File: src/rtl/bank_cmd_pkg.sv
// Package: shared command codes and bank phase encoding for the
// two-bank command timing gate. Assumes a 3-bit command field.
package bank_cmd_pkg;

    localparam int NUM_BANKS = 2;

    typedef enum logic [2:0] {
        CMD_NOP   = 3'd0,
        CMD_OPEN  = 3'd1,
        CMD_READ  = 3'd2,
        CMD_WRITE = 3'd3,
        CMD_CLOSE = 3'd4,
        CMD_REFR  = 3'd5,
        CMD_MSET  = 3'd6,
        CMD_PDOWN = 3'd7
    } cmd_e;

    typedef enum logic [1:0] {
        PH_IDLE    = 2'd0,
        PH_OPEN    = 2'd1,
        PH_CLOSING = 2'd2
    } phase_e;

endpackage

File: src/rtl/bank_track.sv
// Module: per-bank phase and timer tracker.
// Holds the bank phase, one age counter shared by the open and closing
// windows, and an age counter for the last write beat. Both counters
// saturate and leave reset saturated, i.e. expired. Assumes the parent
// only pulses open_go on an idle bank and close_go on an open bank.
module bank_track #(
    parameter int CNT_W     = 8,
    parameter int WARN_LEAD = 4
) (
    input  logic             clk,
    input  logic             rst_n,
    input  logic             open_go,
    input  logic             close_go,
    input  logic             wbeat_last,
    input  logic [CNT_W-1:0] lim_rcd,
    input  logic [CNT_W-1:0] lim_ras_min,
    input  logic [CNT_W-1:0] lim_ras_max,
    input  logic [CNT_W-1:0] lim_rp,
    input  logic [CNT_W-1:0] lim_rdl,
    output logic             is_idle,
    output logic             is_open,
    output logic             access_ok,
    output logic             close_ok,
    output logic             warn,
    output logic             late
);
    import bank_cmd_pkg::*;

    localparam int AGE_W = CNT_W + 1;
    localparam int SUM_W = AGE_W + 1;
    localparam logic [AGE_W-1:0] AGE_SAT = {AGE_W{1'b1}};
    localparam logic [SUM_W-1:0] LEAD_V  = SUM_W'(WARN_LEAD);

    // Widen a programmed count, mapping zero to one.
    function automatic logic [AGE_W-1:0] eff(input logic [CNT_W-1:0] v);
        logic [AGE_W-1:0] w;
        w = {1'b0, v};
        return (v == '0) ? AGE_W'(1) : w;
    endfunction

    phase_e           phase_q;
    logic [AGE_W-1:0] age_q;
    logic [AGE_W-1:0] wage_q;
    logic [AGE_W-1:0] e_rcd, e_rmin, e_rmax, e_rp, e_rdl;
    logic [SUM_W-1:0] age_plus_lead;

    // Effective limits after the zero-means-one mapping.
    always_comb begin
        e_rcd  = eff(lim_rcd);
        e_rmin = eff(lim_ras_min);
        e_rmax = eff(lim_ras_max);
        e_rp   = eff(lim_rp);
        e_rdl  = eff(lim_rdl);
    end

    // Bank phase: open on grant, closing on close grant.
    always_ff @(posedge clk) begin
        if (!rst_n) begin
            phase_q <= PH_IDLE;
        end else if (open_go) begin
            phase_q <= PH_OPEN;
        end else if (close_go) begin
            phase_q <= PH_CLOSING;
        end
    end

    // Age since the last open or close grant, saturating.
    always_ff @(posedge clk) begin
        if (!rst_n) begin
            age_q <= AGE_SAT;
        end else if (open_go || close_go) begin
            age_q <= AGE_W'(1);
        end else if (age_q != AGE_SAT) begin
            age_q <= age_q + AGE_W'(1);
        end
    end

    // Age since the last write beat, saturating.
    always_ff @(posedge clk) begin
        if (!rst_n) begin
            wage_q <= AGE_SAT;
        end else if (wbeat_last) begin
            wage_q <= AGE_W'(1);
        end else if (wage_q != AGE_SAT) begin
            wage_q <= wage_q + AGE_W'(1);
        end
    end

    // Status and permission decode from phase and ages.
    always_comb begin
        age_plus_lead = {1'b0, age_q} + LEAD_V;
        is_open   = (phase_q == PH_OPEN);
        is_idle   = (phase_q == PH_IDLE) ||
                    ((phase_q == PH_CLOSING) && (age_q >= e_rp));
        access_ok = is_open && (age_q >= e_rcd);
        close_ok  = is_open && (age_q >= e_rmin) && !wbeat_last &&
                    (wage_q >= e_rdl);
        warn      = is_open && (age_plus_lead >= {1'b0, e_rmax});
        late      = is_open && (age_q > e_rmax);
    end

endmodule

File: src/rtl/open_spacing.sv
// Module: cross-bank open spacing tracker.
// Remembers which bank was opened last and the cycles since that open.
// An open to the other bank is allowed only once the spacing has passed.
// The gap counter leaves reset saturated, so the first open is free.
module open_spacing #(
    parameter int CNT_W = 8
) (
    input  logic             clk,
    input  logic             rst_n,
    input  logic             open_go,
    input  logic             open_bank,
    input  logic             ask_bank,
    input  logic [CNT_W-1:0] lim_rrd,
    output logic             spacing_ok
);
    localparam int AGE_W = CNT_W + 1;
    localparam logic [AGE_W-1:0] GAP_SAT = {AGE_W{1'b1}};

    logic [AGE_W-1:0] gap_q;
    logic             last_q;
    logic [AGE_W-1:0] e_rrd;

    // Gap since the most recent open grant on any bank.
    always_ff @(posedge clk) begin
        if (!rst_n) begin
            gap_q <= GAP_SAT;
        end else if (open_go) begin
            gap_q <= AGE_W'(1);
        end else if (gap_q != GAP_SAT) begin
            gap_q <= gap_q + AGE_W'(1);
        end
    end

    // Bank of the most recent open grant.
    always_ff @(posedge clk) begin
        if (!rst_n) begin
            last_q <= 1'b0;
        end else if (open_go) begin
            last_q <= open_bank;
        end
    end

    // Permission: same bank needs no spacing, the other bank does.
    always_comb begin
        e_rrd      = (lim_rrd == '0) ? AGE_W'(1) : {1'b0, lim_rrd};
        spacing_ok = (ask_bank == last_q) || (gap_q >= e_rrd);
    end

endmodule

File: src/rtl/bank_cmd_gate.sv
// Module: two-bank SDRAM command timing gate (top).
// Answers each requested command in the same cycle with grant or stall,
// based on per-bank trackers and a cross-bank open spacing tracker.
// Assumes the requester holds a stalled command and that write beats
// are reported on wr_last by the data path.
module bank_cmd_gate #(
    parameter int CNT_W     = 8,
    parameter int WARN_LEAD = 4
) (
    input  logic             clk,
    input  logic             rst_n,
    input  logic             req_valid,
    input  logic [2:0]       req_cmd,
    input  logic             req_bank,
    input  logic             wr_last,
    input  logic             wr_last_bank,
    input  logic [CNT_W-1:0] cfg_trcd,
    input  logic [CNT_W-1:0] cfg_trrd,
    input  logic [CNT_W-1:0] cfg_tras_min,
    input  logic [CNT_W-1:0] cfg_tras_max,
    input  logic [CNT_W-1:0] cfg_trp,
    input  logic [CNT_W-1:0] cfg_trdl,
    output logic             grant,
    output logic             stall,
    output logic [1:0]       bank_idle,
    output logic [1:0]       bank_active,
    output logic [1:0]       pchg_warn,
    output logic [1:0]       pchg_late
);
    import bank_cmd_pkg::*;

    cmd_e                 cmd;
    logic                 allow;
    logic                 spacing_ok;
    logic [NUM_BANKS-1:0] open_go;
    logic [NUM_BANKS-1:0] close_go;
    logic [NUM_BANKS-1:0] beat_hit;
    logic [NUM_BANKS-1:0] access_ok;
    logic [NUM_BANKS-1:0] close_ok;

    // Decode the request against the bank permissions.
    always_comb begin
        cmd = cmd_e'(req_cmd);
        unique case (cmd)
            CMD_NOP:                      allow = 1'b1;
            CMD_OPEN:                     allow = bank_idle[req_bank] && spacing_ok;
            CMD_READ, CMD_WRITE:          allow = access_ok[req_bank];
            CMD_CLOSE:                    allow = close_ok[req_bank];
            CMD_REFR, CMD_MSET, CMD_PDOWN: allow = &bank_idle;
            default:                      allow = 1'b0;
        endcase
        grant = req_valid && allow;
        stall = req_valid && !allow;
    end

    // One tracker per bank, fed with that bank's grant and write events.
    for (genvar b = 0; b < NUM_BANKS; b++) begin : g_bank
        always_comb begin
            open_go[b]  = grant && (cmd == CMD_OPEN)  && (req_bank == 1'(b));
            close_go[b] = grant && (cmd == CMD_CLOSE) && (req_bank == 1'(b));
            beat_hit[b] = wr_last && (wr_last_bank == 1'(b));
        end

        bank_track #(
            .CNT_W     (CNT_W),
            .WARN_LEAD (WARN_LEAD)
        ) u_track (
            .clk         (clk),
            .rst_n       (rst_n),
            .open_go     (open_go[b]),
            .close_go    (close_go[b]),
            .wbeat_last  (beat_hit[b]),
            .lim_rcd     (cfg_trcd),
            .lim_ras_min (cfg_tras_min),
            .lim_ras_max (cfg_tras_max),
            .lim_rp      (cfg_trp),
            .lim_rdl     (cfg_trdl),
            .is_idle     (bank_idle[b]),
            .is_open     (bank_active[b]),
            .access_ok   (access_ok[b]),
            .close_ok    (close_ok[b]),
            .warn        (pchg_warn[b]),
            .late        (pchg_late[b])
        );
    end

    open_spacing #(
        .CNT_W (CNT_W)
    ) u_spacing (
        .clk        (clk),
        .rst_n      (rst_n),
        .open_go    (|open_go),
        .open_bank  (req_bank),
        .ask_bank   (req_bank),
        .lim_rrd    (cfg_trrd),
        .spacing_ok (spacing_ok)
    );

endmodule

File: config.mk
export PLATFORM = sky130hd
export DESIGN_NAME = bank_cmd_gate
export DESIGN_NICKNAME = d
export VERILOG_FILES = /design/src/rtl/bank_cmd_pkg.sv /design/src/rtl/bank_track.sv /design/src/rtl/open_spacing.sv /design/src/rtl/bank_cmd_gate.sv
export SDC_FILE = /design/constraint.sdc
export NUM_CORES = 1
export LEC_CHECK = 0
export BUFFER_PORTS_ARGS = -buffer_cell sky130_fd_sc_hd__buf_2
export CAP_MARGIN = 10
export CORE_ASPECT_RATIO = 1.5
export CORE_MARGIN = 4
export CORE_UTILIZATION = 55
export DETAILED_ROUTE_END_ITERATION = 8
export PLACE_DENSITY_LB_ADDON = 0.15
export SLEW_MARGIN = 20
export SYNTH_ARGS = -nofsm -noshare
export SYNTH_HDL_FRONTEND = slang
export SYNTH_HIERARCHICAL = 1
export SYNTH_SLANG_ARGS = --single-unit
File: constraint.sdc
create_clock -name clk -period 8.9 [get_ports clk]
set_clock_uncertainty 0.15 [all_clocks]
set_input_delay 0 -clock clk [delete_from_list [all_inputs] [get_ports clk]]
set_output_delay 0 -clock clk [all_outputs]
set_load 0.005 [all_outputs]
==> run summary <==
Critical Path, Cell by Cell: inv_1 > ha_1 > nand2b_1 > a211oi_1 > nor3_1 > o31ai_1 > a31oi_1 > mux2_2 > and4_4 > and2_2 > or2_2 > nor2_1 > nand2_1
Post-Syn Nets: 810
row cnt: 43
nets@finish: 871
antenna-violating nets left: 0
drt total wl: 13000 µm
r2r startpoint: g_bank[0].u_track/age_q[0]
Die X: 88.0 µm
post-place setup slack: 5.55 ns
grt ovf: 0
Post-Place Cell Area: 5680 µm²
global-route wire length before repair: 22000 µm
outcome: completed
Max stage delay cell, worst path: dfxtp_1
synthesis-to-finish area growth: 10.9%
HP Class: in2reg
gpl congestion: 0.949
Synth async-reset ratio: 0%
die area: 11300 µm²
H-tree levels: 2
ANT cells: 0
setup TNS: 0 ns
post-route cell area: 5860 µm²
Mapped Area: 5290 µm²
area share of the largest cell type after synthesis: 26.5%
Critical Path Start: g_bank[0].u_track/age_q[0]
Power Total: 1630 µW
Reg2Reg Setup Slack: 5.52 ns
Finished Core Util: 63.0%
dpl hpwl: 10500 µm
Setup Crit Path Kind: reg2reg
Yosys cell types: 62
Hold Path Depth: 5
root buffer cell: clkbuf_16
Synth Register Bits: 50
hold_sp: req_valid
1st-iter DRT viols: 158
slew at the pin closest to its max-slew limit: 0.732 ns
clk_lat worst skew: 0.29 ns
fmax: 296 MHz
highest cell delay on the worst timing path: 0.44 ns
Core ar.: 9310 µm²
Total GRT Usage: 24.3%
crit end category: flop
VDD IR max: 0.191 mV
CTS sink count: 50
Pins Over Slew Limit: 0
clk slew on worst S/H paths: 0.07 ns
vias in the first global route: 4828
Reg2Reg Depth: 13
Post-Syn Instances: 641
TritonCTS Buffers: 5
CTS max path bufs: 2
vias post-DR: 4725
DR WL/cell: 15.9 µm
drt first pass iters: 4
Synth area leader: ha_1
Initial Util: 56.8%
Chip Height: 128 µm
port bufs: 66
max-cap violation count: 0
sequential area share after synthesis: 18.9%
CTS tree: built
share of layout cells above drive strength 1: 13.2%
Critical Path RT: 8.90 ns
leakage power: 0.00294 µW
number of flops mapped to enable cells by yosys: 0
unrepaired setup endpoints after global routing: no
post-layout minimum cycle time: 3.38 ns
Via density: 5.80
top-count cell post-synth: ha_1
Rel. slew slack: 51.1%
CP Max Fanout: 12
pwr dens: 279 nW/µm²
I/O pin count: 67
# DRC: 0
crit path DAT: 3.38 ns
Reg-to-Reg End: g_bank[1].u_track/age_q[0]
crit start category: flop
Final Cycle Share: 37.9%
initial antenna violation count: 0
Mapped Avg Cell Area: 8.25 µm²
top post-synthesis cells by count: ha_1 (112), inv_1 (98), dfxtp_1 (50)
setup slack after layout: 5.52 ns
ranking of synthesized cells by area: ha_1 (27%), dfxtp_1 (19%), inv_1 (7.0%), o21ai_0 (4.4%), xnor2_1 (4.1%)
dominant synthesized flop cell: dfxtp_1
largest net degree at the start of global routing: 51
hold endpoint: g_bank[1].u_track/phase_q[1]
Hold Violations, Final: 0
YS warnings: 6
final-report setup violation count: 0
what timing repair did:
item | 4_1_cts | 5_1_grt
hold buffers | 2 | 0
setup endpoints to repair | 0 | 0
buffers inserted | 0 | 0
hold endpoints to repair | 2 | 0
resized for setup | 0 | 0
layer usage:
metal,track usage (%),vias up,part of all wire [%]
met4,10.1,0,3.2
met1,28.6,2176,42
met5,0,-,0
met3,2.89,29,4.4
met2,43.8,111,50
li1,-,2409,-
area by class of cell:
cell class                      count  area (µm²)
Sequential cell                    50        1000
Clock inverter                      2        37.5
Tap cell                          112         140
Clock buffer                        6         129
Timing Repair Buffer               68         350
Fill cell                         855        3440
Inverter                           98         368
Multi-Input combinational cell    479        3840
placed cells by master (no fill, tap or decap), types with 17 or more instances in the layout:
master   instances
o21ai_0         46
inv_1           98
a21oi_1         20
xor2_1          18
nand2_1         23
nor2_1          29
buf_2           66
dfxtp_1         50
xnor2_1         25
nand3_1         17
ha_1           112
critical path, delay by kind of cell (launching register included):
kind | cells | cell delay, ns
compound gates | 3 | 0.66
fa+ha+maj | 1 | 0.31
buf+inv | 1 | 0.16
flops | 1 | 0.44
mux | 1 | 0.30
simple gates | 7 | 1.20
metrics by stage:
stage / hold WS [ns] / instances
after floorplan: -0.0827 / 641
after global routing: 0.0562 / 815
after detailed placement: 0.189 / 805
final: 0.0336 / 815
after global placement: 0.189 / 805
after CTS: 0.0268 / 815
flip-flops by register name, indices dropped and copies added (netlist names):
register and cells:
g_bank.u_track/age_q 18, u_spacing/gap_q 9, u_spacing/last_q 1, g_bank.u_track/wage_q 18
g_bank.u_track/phase_q 4
power by group:
part	internal (µW)	switching [µW]	leakage, µW
clock	133	83.7	0.0000771
combinational	474	470	0.00244
sequential	304	169	0.000416
total	910	723	0.00294
how the worst max path moves through the flow:
stage | to
after floorplan | g_bank[1].u_track/age_q[0]
after global placement | g_bank[1].u_track/age_q[0]
after detailed placement | g_bank[1].u_track/age_q[0]
after CTS | g_bank[1].u_track/age_q[0]
after global routing | g_bank[1].u_track/age_q[0]
final | g_bank[1].u_track/age_q[0]
cells by family after synthesis:
logic type | after synthesis | synth area share [%]
muxes | 13 | 2.49
DFF | 50 | 18.9
adders and majority gates | 112 | 26.5
and+or+nand+nor | 171 | 18.9
buffers and inverters | 112 | 8.47
AOI/OAI and AO/OA | 140 | 17.6
xor gates and xnor gates | 43 | 7.12
(Power assumes the default switching activity.)
